**src/rtl/adc_scan_pkg.sv**
```systemverilog
package adc_scan_pkg;
  typedef enum logic [1:0] {
    SCAN_UP  = 2'b00,
    SCAN_REP = 2'b01,
    SCAN_MID = 2'b10,
    SCAN_ONE = 2'b11
  } scan_e;

  typedef enum logic [1:0] {
    ST_IDLE  = 2'd0,
    ST_ISSUE = 2'd1,
    ST_WAIT  = 2'd2
  } seq_state_e;
endpackage

```
**src/rtl/scan_plan.sv**
```systemverilog
module scan_plan
  import adc_scan_pkg::*;
#(
  parameter int NCH    = 12,
  parameter int CHW    = 4,
  parameter int REPEAT = 8,
  parameter int MIDCH  = 6,
  parameter int RW     = 4
) (
  input  logic [1:0]     scan,
  input  logic [CHW-1:0] sel,
  input  logic           refpin,
  input  logic           extclk,
  output logic [CHW-1:0] first,
  output logic [CHW-1:0] last,
  output logic [RW-1:0]  reps
);
  localparam logic [CHW-1:0] TOPCH = CHW'(NCH - 1);
  localparam logic [CHW-1:0] REFCH = CHW'(NCH - 2);
  localparam logic [CHW-1:0] MID   = CHW'(MIDCH);

  logic [CHW-1:0] sel_c;
  logic [CHW-1:0] top_multi;
  logic [CHW-1:0] up_end;

  always_comb begin
    sel_c     = (sel > TOPCH) ? TOPCH : sel;
    top_multi = refpin ? REFCH : TOPCH;
    up_end    = (sel_c > top_multi) ? top_multi : sel_c;
    first     = sel_c;
    last      = sel_c;
    reps      = RW'(1);
    case (scan_e'(scan))
      SCAN_UP: begin
        first = '0;
        last  = up_end;
      end
      SCAN_MID: begin
        first = MID;
        last  = (up_end < MID) ? MID : up_end;
      end
      SCAN_REP: reps = extclk ? RW'(1) : RW'(REPEAT);
      default: ;
    endcase
  end
endmodule

```
**src/rtl/scan_seq_fsm.sv**
```systemverilog
module scan_seq_fsm
  import adc_scan_pkg::*;
#(
  parameter int NCH = 12,
  parameter int CHW = 4,
  parameter int RW  = 4
) (
  input  logic           clk,
  input  logic           rst_n,
  input  logic           start_req,
  input  logic [CHW-1:0] plan_first,
  input  logic [CHW-1:0] plan_last,
  input  logic [RW-1:0]  plan_reps,
  input  logic           conv_done,
  output logic           conv_start,
  output logic [CHW-1:0] conv_ch,
  output logic           res_wr,
  output logic           seq_clr,
  output logic           seq_done
);
  seq_state_e     st_q, st_d;
  logic [CHW-1:0] ch_q, ch_d, last_q, last_d;
  logic [RW-1:0]  reps_q, reps_d, rcnt_q, rcnt_d;
  logic           done_q, done_d;

  always_comb begin
    st_d    = st_q;
    ch_d    = ch_q;
    last_d  = last_q;
    reps_d  = reps_q;
    rcnt_d  = rcnt_q;
    done_d  = done_q;
    res_wr  = 1'b0;
    seq_clr = 1'b0;
    case (st_q)
      ST_IDLE: if (start_req) begin
        st_d    = ST_ISSUE;
        ch_d    = plan_first;
        last_d  = plan_last;
        reps_d  = plan_reps;
        rcnt_d  = plan_reps;
        done_d  = 1'b0;
        seq_clr = 1'b1;
      end
      ST_ISSUE: st_d = ST_WAIT;
      ST_WAIT: if (conv_done) begin
        res_wr = 1'b1;
        if (rcnt_q > RW'(1)) begin
          rcnt_d = rcnt_q - RW'(1);
          st_d   = ST_ISSUE;
        end else if (ch_q == last_q) begin
          st_d   = ST_IDLE;
          done_d = 1'b1;
        end else begin
          ch_d   = ch_q + CHW'(1);
          rcnt_d = reps_q;
          st_d   = ST_ISSUE;
        end
      end
      default: st_d = ST_IDLE;
    endcase
  end

  always_ff @(posedge clk or negedge rst_n) begin
    if (!rst_n) begin
      st_q   <= ST_IDLE;
      ch_q   <= '0;
      last_q <= '0;
      reps_q <= RW'(1);
      rcnt_q <= RW'(1);
      done_q <= 1'b0;
    end else begin
      st_q   <= st_d;
      ch_q   <= ch_d;
      last_q <= last_d;
      reps_q <= reps_d;
      rcnt_q <= rcnt_d;
      done_q <= done_d;
    end
  end

  assign conv_start = (st_q == ST_ISSUE);
  assign conv_ch    = ch_q;
  assign seq_done   = done_q;


  one_start_pulse_chk: assert property (@(posedge clk) disable iff (!rst_n)
    conv_start |=> !conv_start);

  chan_range_chk: assert property (@(posedge clk) disable iff (!rst_n)
    conv_start |-> (conv_ch <= CHW'(NCH - 1)));

  busy_start_chk: assert property (@(posedge clk) disable iff (!rst_n)
    (st_q != ST_IDLE && start_req) |=> ($stable(last_q) && $stable(reps_q)));

  done_rise_chk: assert property (@(posedge clk) disable iff (!rst_n)
    $rose(seq_done) |-> $past(res_wr));
endmodule

```
**src/rtl/result_store.sv**
```systemverilog
module result_store #(
  parameter int DW    = 10,
  parameter int DEPTH = 16,
  parameter int AW    = $clog2(DEPTH)
) (
  input  logic          clk,
  input  logic          rst_n,
  input  logic          clr,
  input  logic          wr_en,
  input  logic [DW-1:0] wr_data,
  input  logic          rd_en,
  output logic          rd_valid,
  output logic [DW-1:0] rd_data
);
  logic [DW-1:0] mem [DEPTH];
  logic [AW-1:0] wp_q, wp_d, rp_q, rp_d;
  logic [AW:0]   cnt_q, cnt_d;
  logic          do_rd, full;

  assign full     = (cnt_q == (AW+1)'(DEPTH));
  assign rd_valid = (cnt_q != '0);
  assign do_rd    = rd_en && rd_valid;
  assign rd_data  = mem[rp_q];

  always_comb begin
    wp_d  = wp_q;
    rp_d  = rp_q;
    cnt_d = cnt_q;
    if (clr) begin
      wp_d  = '0;
      rp_d  = '0;
      cnt_d = '0;
    end else begin
      if (wr_en) wp_d = (wp_q == AW'(DEPTH - 1)) ? '0 : wp_q + AW'(1);
      if (do_rd) rp_d = (rp_q == AW'(DEPTH - 1)) ? '0 : rp_q + AW'(1);
      cnt_d = cnt_q + (AW+1)'(wr_en) - (AW+1)'(do_rd);
    end
  end

  always_ff @(posedge clk or negedge rst_n) begin
    if (!rst_n) begin
      wp_q  <= '0;
      rp_q  <= '0;
      cnt_q <= '0;
    end else begin
      wp_q  <= wp_d;
      rp_q  <= rp_d;
      cnt_q <= cnt_d;
    end
  end

  always_ff @(posedge clk) begin
    if (wr_en) mem[wp_q] <= wr_data;
  end


  no_overflow_chk: assert property (@(posedge clk) disable iff (!rst_n)
    !(wr_en && full && !rd_en));

  empty_read_chk: assert property (@(posedge clk) disable iff (!rst_n)
    (rd_en && !rd_valid && !wr_en && !clr) |=> $stable(rp_q) && !rd_valid);
endmodule

```
**src/rtl/adc_scan_seq.sv**
```systemverilog
module adc_scan_seq #(
  parameter int NCH    = 12,
  parameter int DW     = 10,
  parameter int REPEAT = 8,
  parameter int MIDCH  = 6,
  parameter int DEPTH  = 16,
  localparam int CHW   = $clog2(NCH)
) (
  input  logic           clk,
  input  logic           rst_n,
  input  logic           start_req,
  input  logic [1:0]     cfg_scan,
  input  logic [CHW-1:0] cfg_chsel,
  input  logic           cfg_refpin,
  input  logic           cfg_extclk,
  output logic           conv_start,
  output logic [CHW-1:0] conv_ch,
  input  logic           conv_done,
  input  logic [DW-1:0]  conv_data,
  output logic           seq_done,
  input  logic           rd_en,
  output logic           rd_valid,
  output logic [DW-1:0]  rd_data
);
  localparam int RW = $clog2(REPEAT + 1);

  logic [CHW-1:0] p_first, p_last;
  logic [RW-1:0]  p_reps;
  logic           res_wr, seq_clr;

  scan_plan #(.NCH(NCH), .CHW(CHW), .REPEAT(REPEAT), .MIDCH(MIDCH), .RW(RW)) u_plan (
    .scan(cfg_scan), .sel(cfg_chsel), .refpin(cfg_refpin), .extclk(cfg_extclk),
    .first(p_first), .last(p_last), .reps(p_reps)
  );

  scan_seq_fsm #(.NCH(NCH), .CHW(CHW), .RW(RW)) u_fsm (
    .clk(clk), .rst_n(rst_n), .start_req(start_req),
    .plan_first(p_first), .plan_last(p_last), .plan_reps(p_reps),
    .conv_done(conv_done), .conv_start(conv_start), .conv_ch(conv_ch),
    .res_wr(res_wr), .seq_clr(seq_clr), .seq_done(seq_done)
  );

  result_store #(.DW(DW), .DEPTH(DEPTH)) u_store (
    .clk(clk), .rst_n(rst_n), .clr(seq_clr), .wr_en(res_wr), .wr_data(conv_data),
    .rd_en(rd_en), .rd_valid(rd_valid), .rd_data(rd_data)
  );
endmodule

```
**config.mk**
```make
export PLATFORM = sky130hd
export DESIGN_NAME = adc_scan_seq
export DESIGN_NICKNAME = d
export VERILOG_FILES = /design/src/rtl/adc_scan_pkg.sv /design/src/rtl/scan_plan.sv /design/src/rtl/scan_seq_fsm.sv /design/src/rtl/result_store.sv /design/src/rtl/adc_scan_seq.sv
export SDC_FILE = /design/constraint.sdc
export NUM_CORES = 1
export LEC_CHECK = 0
export CORE_MARGIN = 4
export CORE_UTILIZATION = 45
export DETAILED_ROUTE_END_ITERATION = 8
export GPL_TIMING_DRIVEN = 0
export SLEW_MARGIN = 30
export SYNTH_ARGS = -nofsm -noshare
export SYNTH_HDL_FRONTEND = slang
export SYNTH_SLANG_ARGS = --single-unit
```
**constraint.sdc**
```tcl
create_clock -name clk -period 6.38 [get_ports clk]
set_clock_uncertainty 0.15 [all_clocks]
set_input_delay 0.638 -clock clk [delete_from_list [all_inputs] [get_ports clk]]
set_output_delay 0.638 -clock clk [all_outputs]
set_load 0.03 [all_outputs]
```
======== After elaboration in Yosys (flattened, before gate mapping) ========
Memory sizes are Yosys's and may differ from the RTL's.
Cells that the tools add are included.
word-level totals
  register bits after elaboration ......... 32
  bits in latches ......................... 0
  memory bits (writable) .................. 160
  bits in read-only memories .............. 0
  bits of input ports ..................... 23
  logic and storage cells ................. 86
  memories kept ........................... 1
cells by class
  add/subtract/negate cells ............... 6
  $mul .................................... 0
  divide/modulo/power cells ............... 0
  order comparisons ....................... 4
  eq/ne operators ......................... 13
  shift operators ......................... 0
  mux-type cells .......................... 41
  bitwise logic cells ..................... 0
  reductions and logical operators ........ 12
memory list
  name         words  bits a word  read ports  clocked after Yosys merged registers in  wr ports  line                RTL
  u_store.mem  16     10           1           0                                        1         result_store.sv:15  logic [DW-1:0] mem [DEPTH];
operators by type and width
  kind                   number
  $mux W4                19
  $pmux W4 S2            4
  $add A4 B1 Y4 const B  3
  $mux W1                12
  $reduce_and A5 Y1      2
  $eq A4 B4 Y1 const B   2
  $ne A2 B2 Y1 const B   4
  $mux W2                3
  $pmux W2 S3            1
  $reduce_bool A2 Y1     3
  $add A5 B1 Y5          1
  $mux W5                1
  $reduce_bool A5 Y1     1
  $sub A5 B1 Y5          1
  $eq A2 B1 Y1 const B   2
  $eq A2 B2 Y1 const B   2
  $eq A4 B4 Y1           1
  $gt A4 B1 Y1 const B   1
  $gt A4 B4 Y1           1
  $gt A4 B4 Y1 const B   1
  $logic_not A2 Y1       2
  $lt A4 B3 Y1 const B   1
  $reduce_and A2 Y1      2
  $reduce_and A4 Y1      1
  5 further kinds        5

======== Depth between registers and ports, before layout ========
Gate-level depths: netlist of run 1.
  depth after elaboration ................. 7
  depth in mapped cells ................... 15
  gate-level depth less buffers ........... 14

======== Hierarchy ========
From an unflattened synthesis of run 1, not the netlist that was laid out.
second synthesis, totals
  cell total of the unflattened synthesis .. 534
  area, all modules ....................... 8330.5 µm²
by module, submodules not included
  module        times used  cells an instance  area an instance (µm²)  sequential area each (µm²)
  result_store  1           400                7049.3                  5129.9
  scan_seq_fsm  1           106                1108.6                  478.0
  scan_plan     1           28                 172.7                   0.0

======== Worst setup path after synthesis of run 1 ========
OpenSTA, ideal clock, no wires.
  kind .................................... flip-flop to flip-flop
  from .................................... register u_store.cnt_q[3]
  to ...................................... register u_store.cnt_q[4]
  setup time .............................. 0.134 ns
  arrival time ............................ 2.949 ns
  required time ........................... 6.096 ns
  path slack .............................. 3.147 ns
  cell stages (with the launch flop) ...... 16
  buffers on the path ..................... 1
  period minus slack after synthesis ...... 3.233 ns
  cells stage by stage .................... dfrtp_1 -> inv_1 -> ha_1 -> or4b_2 -> clkbuf_1 -> nand2_1 -> inv_1 -> ha_1 -> inv_1 -> ha_1 -> inv_1 -> fa_1 -> nor2b_1 -> o21bai_1 -> a21oi_1 -> nor3b_1
on the way
  cells in the longest elaborated chain, start to end .. 4
ends and longest elaborated chain
  item                    line                RTL
  from (decl)             result_store.sv:17  logic [AW:0] cnt_q, cnt_d;
  from (signal assigned)  result_store.sv:48  cnt_q <= cnt_d;
  $reduce_bool A5 Y1      result_store.sv:21  assign rd_valid = (cnt_q != '0);
  net rd_valid            adc_scan_seq.sv:22  output logic rd_valid,
  $logic_and A1 B1 Y1     result_store.sv:22  assign do_rd = rd_en && rd_valid;
  $sub A5 B1 Y5           result_store.sv:36  cnt_d = cnt_q + (AW+1)'(wr_en) - (AW+1)'(do_rd);
  $mux W5                 result_store.sv:29  if (clr) begin
  net u_store.cnt_d[4]    result_store.sv:17
The timed path passes the listed nets, and every way through them passes these cells.
A chain may end at the register's enable or synchronous reset.

======== Final worst setup path of run 1 ========
  from .................................... register u_store.rp_q[1]
  to ...................................... output rd_data[7]
on the way
  cells in the longest elaborated chain, start to end .. 1
ends and longest elaborated chain
  item                    line                RTL
  from (decl)             result_store.sv:16  logic [AW-1:0] wp_q, wp_d, rp_q, rp_d;
  from (signal assigned)  result_store.sv:47  rp_q <= rp_d;
  $mem_v2 Z16 W10         -
  to (decl)               adc_scan_seq.sv:23  output logic [DW-1:0] rd_data
No other way between the ends.

==> results.md, run 1 <==
- Fillers: 1385
- Max-Cap Viols: 0
- Synth area leader: edfxtp_1
- Initial Util: 46.0%
- Critical Path AT: 3.31 ns
- Most common cell after layout, fill and taps aside: edfxtp_1
- Vias in the first global route: 4489
- CTS root buffer: clkbuf_16
- Largest family of logic cells by synthesized area: multiplexers
- Synth Area in Adders: 2.60%
- Clock Latency Late Sink: 0.42 ns
- Mux contribution to synthesized area: 14.2%
- Yosys reg bits: 190
- Final WL: 16600 um
- Crit path kind: flop to output port
- Final setup violating endpoints: 0
- FF-to-FF path depth: 15
- I/O pins: 40
- First-pass GRT wire length: 26300 um
- Clock Path Buffers: 2
- Distinct cells, synth: 49
- Initial antenna violation count: 0
- Reg clk slew, reported paths: 0.07 ns
- Slowest stage cell, crit path: clkbuf_1
- WHS Endpoint: u_fsm.last_q[2]$_DFFE_PN0P_
- FFs w/ async S/R, synth: 15.8%
- Syn Area/Cell: 17.3 um2
- Hold crit path type: flop to flop
- Slew Limit Fails: 0
- H-tree depth: 4
- CTS sink count: 190
- Worst-Margin Slew: 0.830 ns
- DRT antenna net count: 0
- P_leak: 3.15 nW
- Core area: 0.0174 mm2
- Post-Synth XOR/XNOR Area: 0.877%
- Tot GR Track Use: 17.9%
- Most frequent cells in the layout: edfxtp_1, mux4_2, clkdlybuf4s50_1
- Vias: 4231
- Hold Fails Final Rpt: 0
- Cell Chain, Critical Path: clkbuf_1, clkbuf_1, mux4_2, mux4_2, clkdlybuf4s50_1
- Hold path depth: 2
- Synth Instances: 461
- Run status: complete, no violations
- Std-Cell Rows: 48
- Relative slew slack: 44.7%
- Total die area: 0.0200 mm2
- Pre-antenna DRT Iters: 4
- Synth top area cells: edfxtp_1, mux4_2, dfrtp_1, ha_1, nor2_1
- Worst setup SP type: flop
- Number of flops mapped to enable cells by yosys: 160
- GRT overflow: 0
- N_diodes: 0
- Share of cells above drive strength 1: 21.2%
- Crit Path Max Fanout: 10
- TritonCTS Buffers: 17
- Minimum clock period: 4.10 ns
- Avg WL per Cell: 21.8 um
- # port buffers: 37
- Area delta synth->final: 17.1%
- Reg2reg end: u_store.cnt_q[4]$_DFF_PN0_
- DRC violations left: 0
- CP Capture Type: output port
- TNS Setup: 0 ns
- Die X: 141 um
- Worst reg-to-reg setup slack: 3.07 ns
- Register area share after synthesis: 69.5%
- Slowest stage delay, CP: 0.67 ns
- Compound-Gate Fraction of Synth Area: 4.05%
- DP HPWL: 11400 um
- Final nets: 563
- Die Ht: 141 um
- Post-Syn Nets: 500
- Post-Synth Simple-Gate Area: 6.36%
- Routability cong.: 0.818
- Power Density: 411 mW/mm2
- Fmax: 0.244 GHz
- Data required, critical path: 5.59 ns
- RSZ-0062 raised after global routing: no
- DR vias/cell: 5.55
- Synthesis Warnings: 0
- Max rail drop VDD: 0.263 mV
- Post-synth top area share: 60.1%
- Fin worst setup slack: 2.28 ns
- Post-synth design cell area: 0.00799 mm2
- Dpl ws: 2.62 ns
- 1st-iter DRT viols: 240
- Largest net degree at the start of global routing: 20
- Tcrit/Tclk final: 64.3%
- TritonCTS clock tree: done
- Worst min-delay path startpoint: u_fsm.last_q[2]$_DFFE_PN0P_
- Worst reg2reg path startpoint: u_store.cnt_q[3]$_DFF_PN0_
- Ys flop type: edfxtp_1
==> kinds of logic (layout without fill, tap and decap cells) <==
| family | Yosys count | count (layout) |
|---|---|---|
| AOI/OAI and AO/OA | 50 | 50 |
| muxes | 51 | 51 |
| adders and majority gates | 16 | 16 |
| xor gates and xnor gates | 8 | 8 |
| DFF | 190 | 190 |
| buffers and inverters | 44 | 120 |
| and+or+nand+nor | 102 | 102 |
==> cells in the mapped netlist, drive strengths merged (8+ instances only) <==
master  count
o21ai      11
nand3      10
clkbuf     17
nand2      23
a21oi      11
nor3        8
edfxtp    160
inv        20
nor2       30
dfrtp      28
ha         15
mux4       50
==> worst max-delay path: cells and delay by family (launching register included) <==
kind | cells | cell delay (ns)
mux | 2 | 0.91
buf+inv | 3 | 1.63
flops | 1 | 0.35
==> worst max path at each step <==
stage / start / endpoint / slack [ns] / cells after the start
after CTS: u_store.rp_q[1]$_DFFE_PN0P_ / rd_data[9] / 2.16 / 5
after floorplan: u_store.cnt_q[3]$_DFF_PN0_ / u_store.cnt_q[4]$_DFF_PN0_ / 3.15 / 15
after global placement: conv_done / u_store.mem[3][3]$_DFFE_PP_ / 2.18 / 6
final: u_store.rp_q[1]$_DFFE_PN0P_ / rd_data[7] / 2.28 / 5
after global routing: u_store.rp_q[1]$_DFFE_PN0P_ / rd_data[6] / 2.11 / 5
after detailed placement: u_store.rp_q[1]$_DFFE_PN0P_ / rd_data[9] / 2.62 / 5
==> sequential cells by signal (all words and copies together), names as in the netlist <==
| register | cells |
|---|---|
| u_store.mem | 160 |
| u_store.rp_q | 4 |
| u_fsm.rcnt_q | 4 |
| u_fsm.reps_q | 2 |
| u_fsm.conv_ch | 4 |
| u_fsm.st_q | 2 |
| u_fsm.seq_done | 1 |
| u_store.wp_q | 4 |
| u_fsm.last_q | 4 |
| u_store.cnt_q | 5 |
==> repair_timing <==
item	4_1_cts	5_1_grt
resized for setup	0	0
endpoints found under the setup margin	0	0
hold endpoints to repair	9	0
buffers inserted	0	0
hold buffers	1	0
==> area by class of cell <==
type	instances	area [um2]	share of cell area (%)
Tap cell	225	282	3.01
Buffer	24	115	1.23
Clock buffer	18	429	4.58
Multi-Input combinational cell	227	2300	24.5
Sequential cell	190	5560	59.4
Timing Repair Buffer	44	440	4.70
Clock inverter	14	165	1.76
Inverter	20	75.1	0.802
==> metal layers <==
layer	track usage, %	vias up	share of wire [%]
met2	30.8	94	53
met1	23.2	2176	41
met4	6.02	0	0.80
li1	-	1950	-
met3	3.13	11	5.1
met5	0	-	0
==> power by group <==
group / switching, W / total, W / internal [W]
sequential: 0.0000824 / 0.00153 / 0.00145
combinational: 0.000685 / 0.00127 / 0.000580
clock: 0.000436 / 0.00105 / 0.000616
==> through the flow <==
| stage | utilization [%] | instance area [um2] | hold slack (ns) | power (W) | instances |
|---|---|---|---|---|---|
| 6_report | 53.9 | 9360 | 0.364 | 0.00385 | 762 |
| 4_1_cts | 53.9 | 9360 | 0.371 | 0.00390 | 762 |
| 2_1_floorplan | - | 7990 | 0.192 | 0.00243 | 461 |
| 3_3_place_gp | 49.8 | 8640 | 0.346 | 0.00281 | 723 |
| 3_5_place_dp | 50.5 | 8760 | 0.345 | 0.00284 | 729 |
| 5_1_grt | 53.9 | 9360 | 0.400 | 0.00407 | 762 |
Power figures use the tool's default switching activity.
==> run 2: changes to the inputs <==
- clock period: 6.38 -> 4.2 ns (I/O delays scaled with it)
==> results of run 2 <==
The final DEF is identical to that of run 1. Status: complete, no violations.
Among the figures that moved: setup slack after placement 2.62 ns -> 0.660 ns; setup slack after layout 2.28 ns -> 0.318 ns; hold slack 0.364 ns -> 0.240 ns; register-to-register setup slack 3.07 ns -> 0.89 ns; end point of the worst hold path u_fsm.last_q[2]$_DFFE_PN0P_ -> u_fsm.last_q[3]$_DFFE_PN0P_; total power 0.00385 W -> 0.00585 W; worst IR drop on VDD 0.263 mV -> 0.399 mV
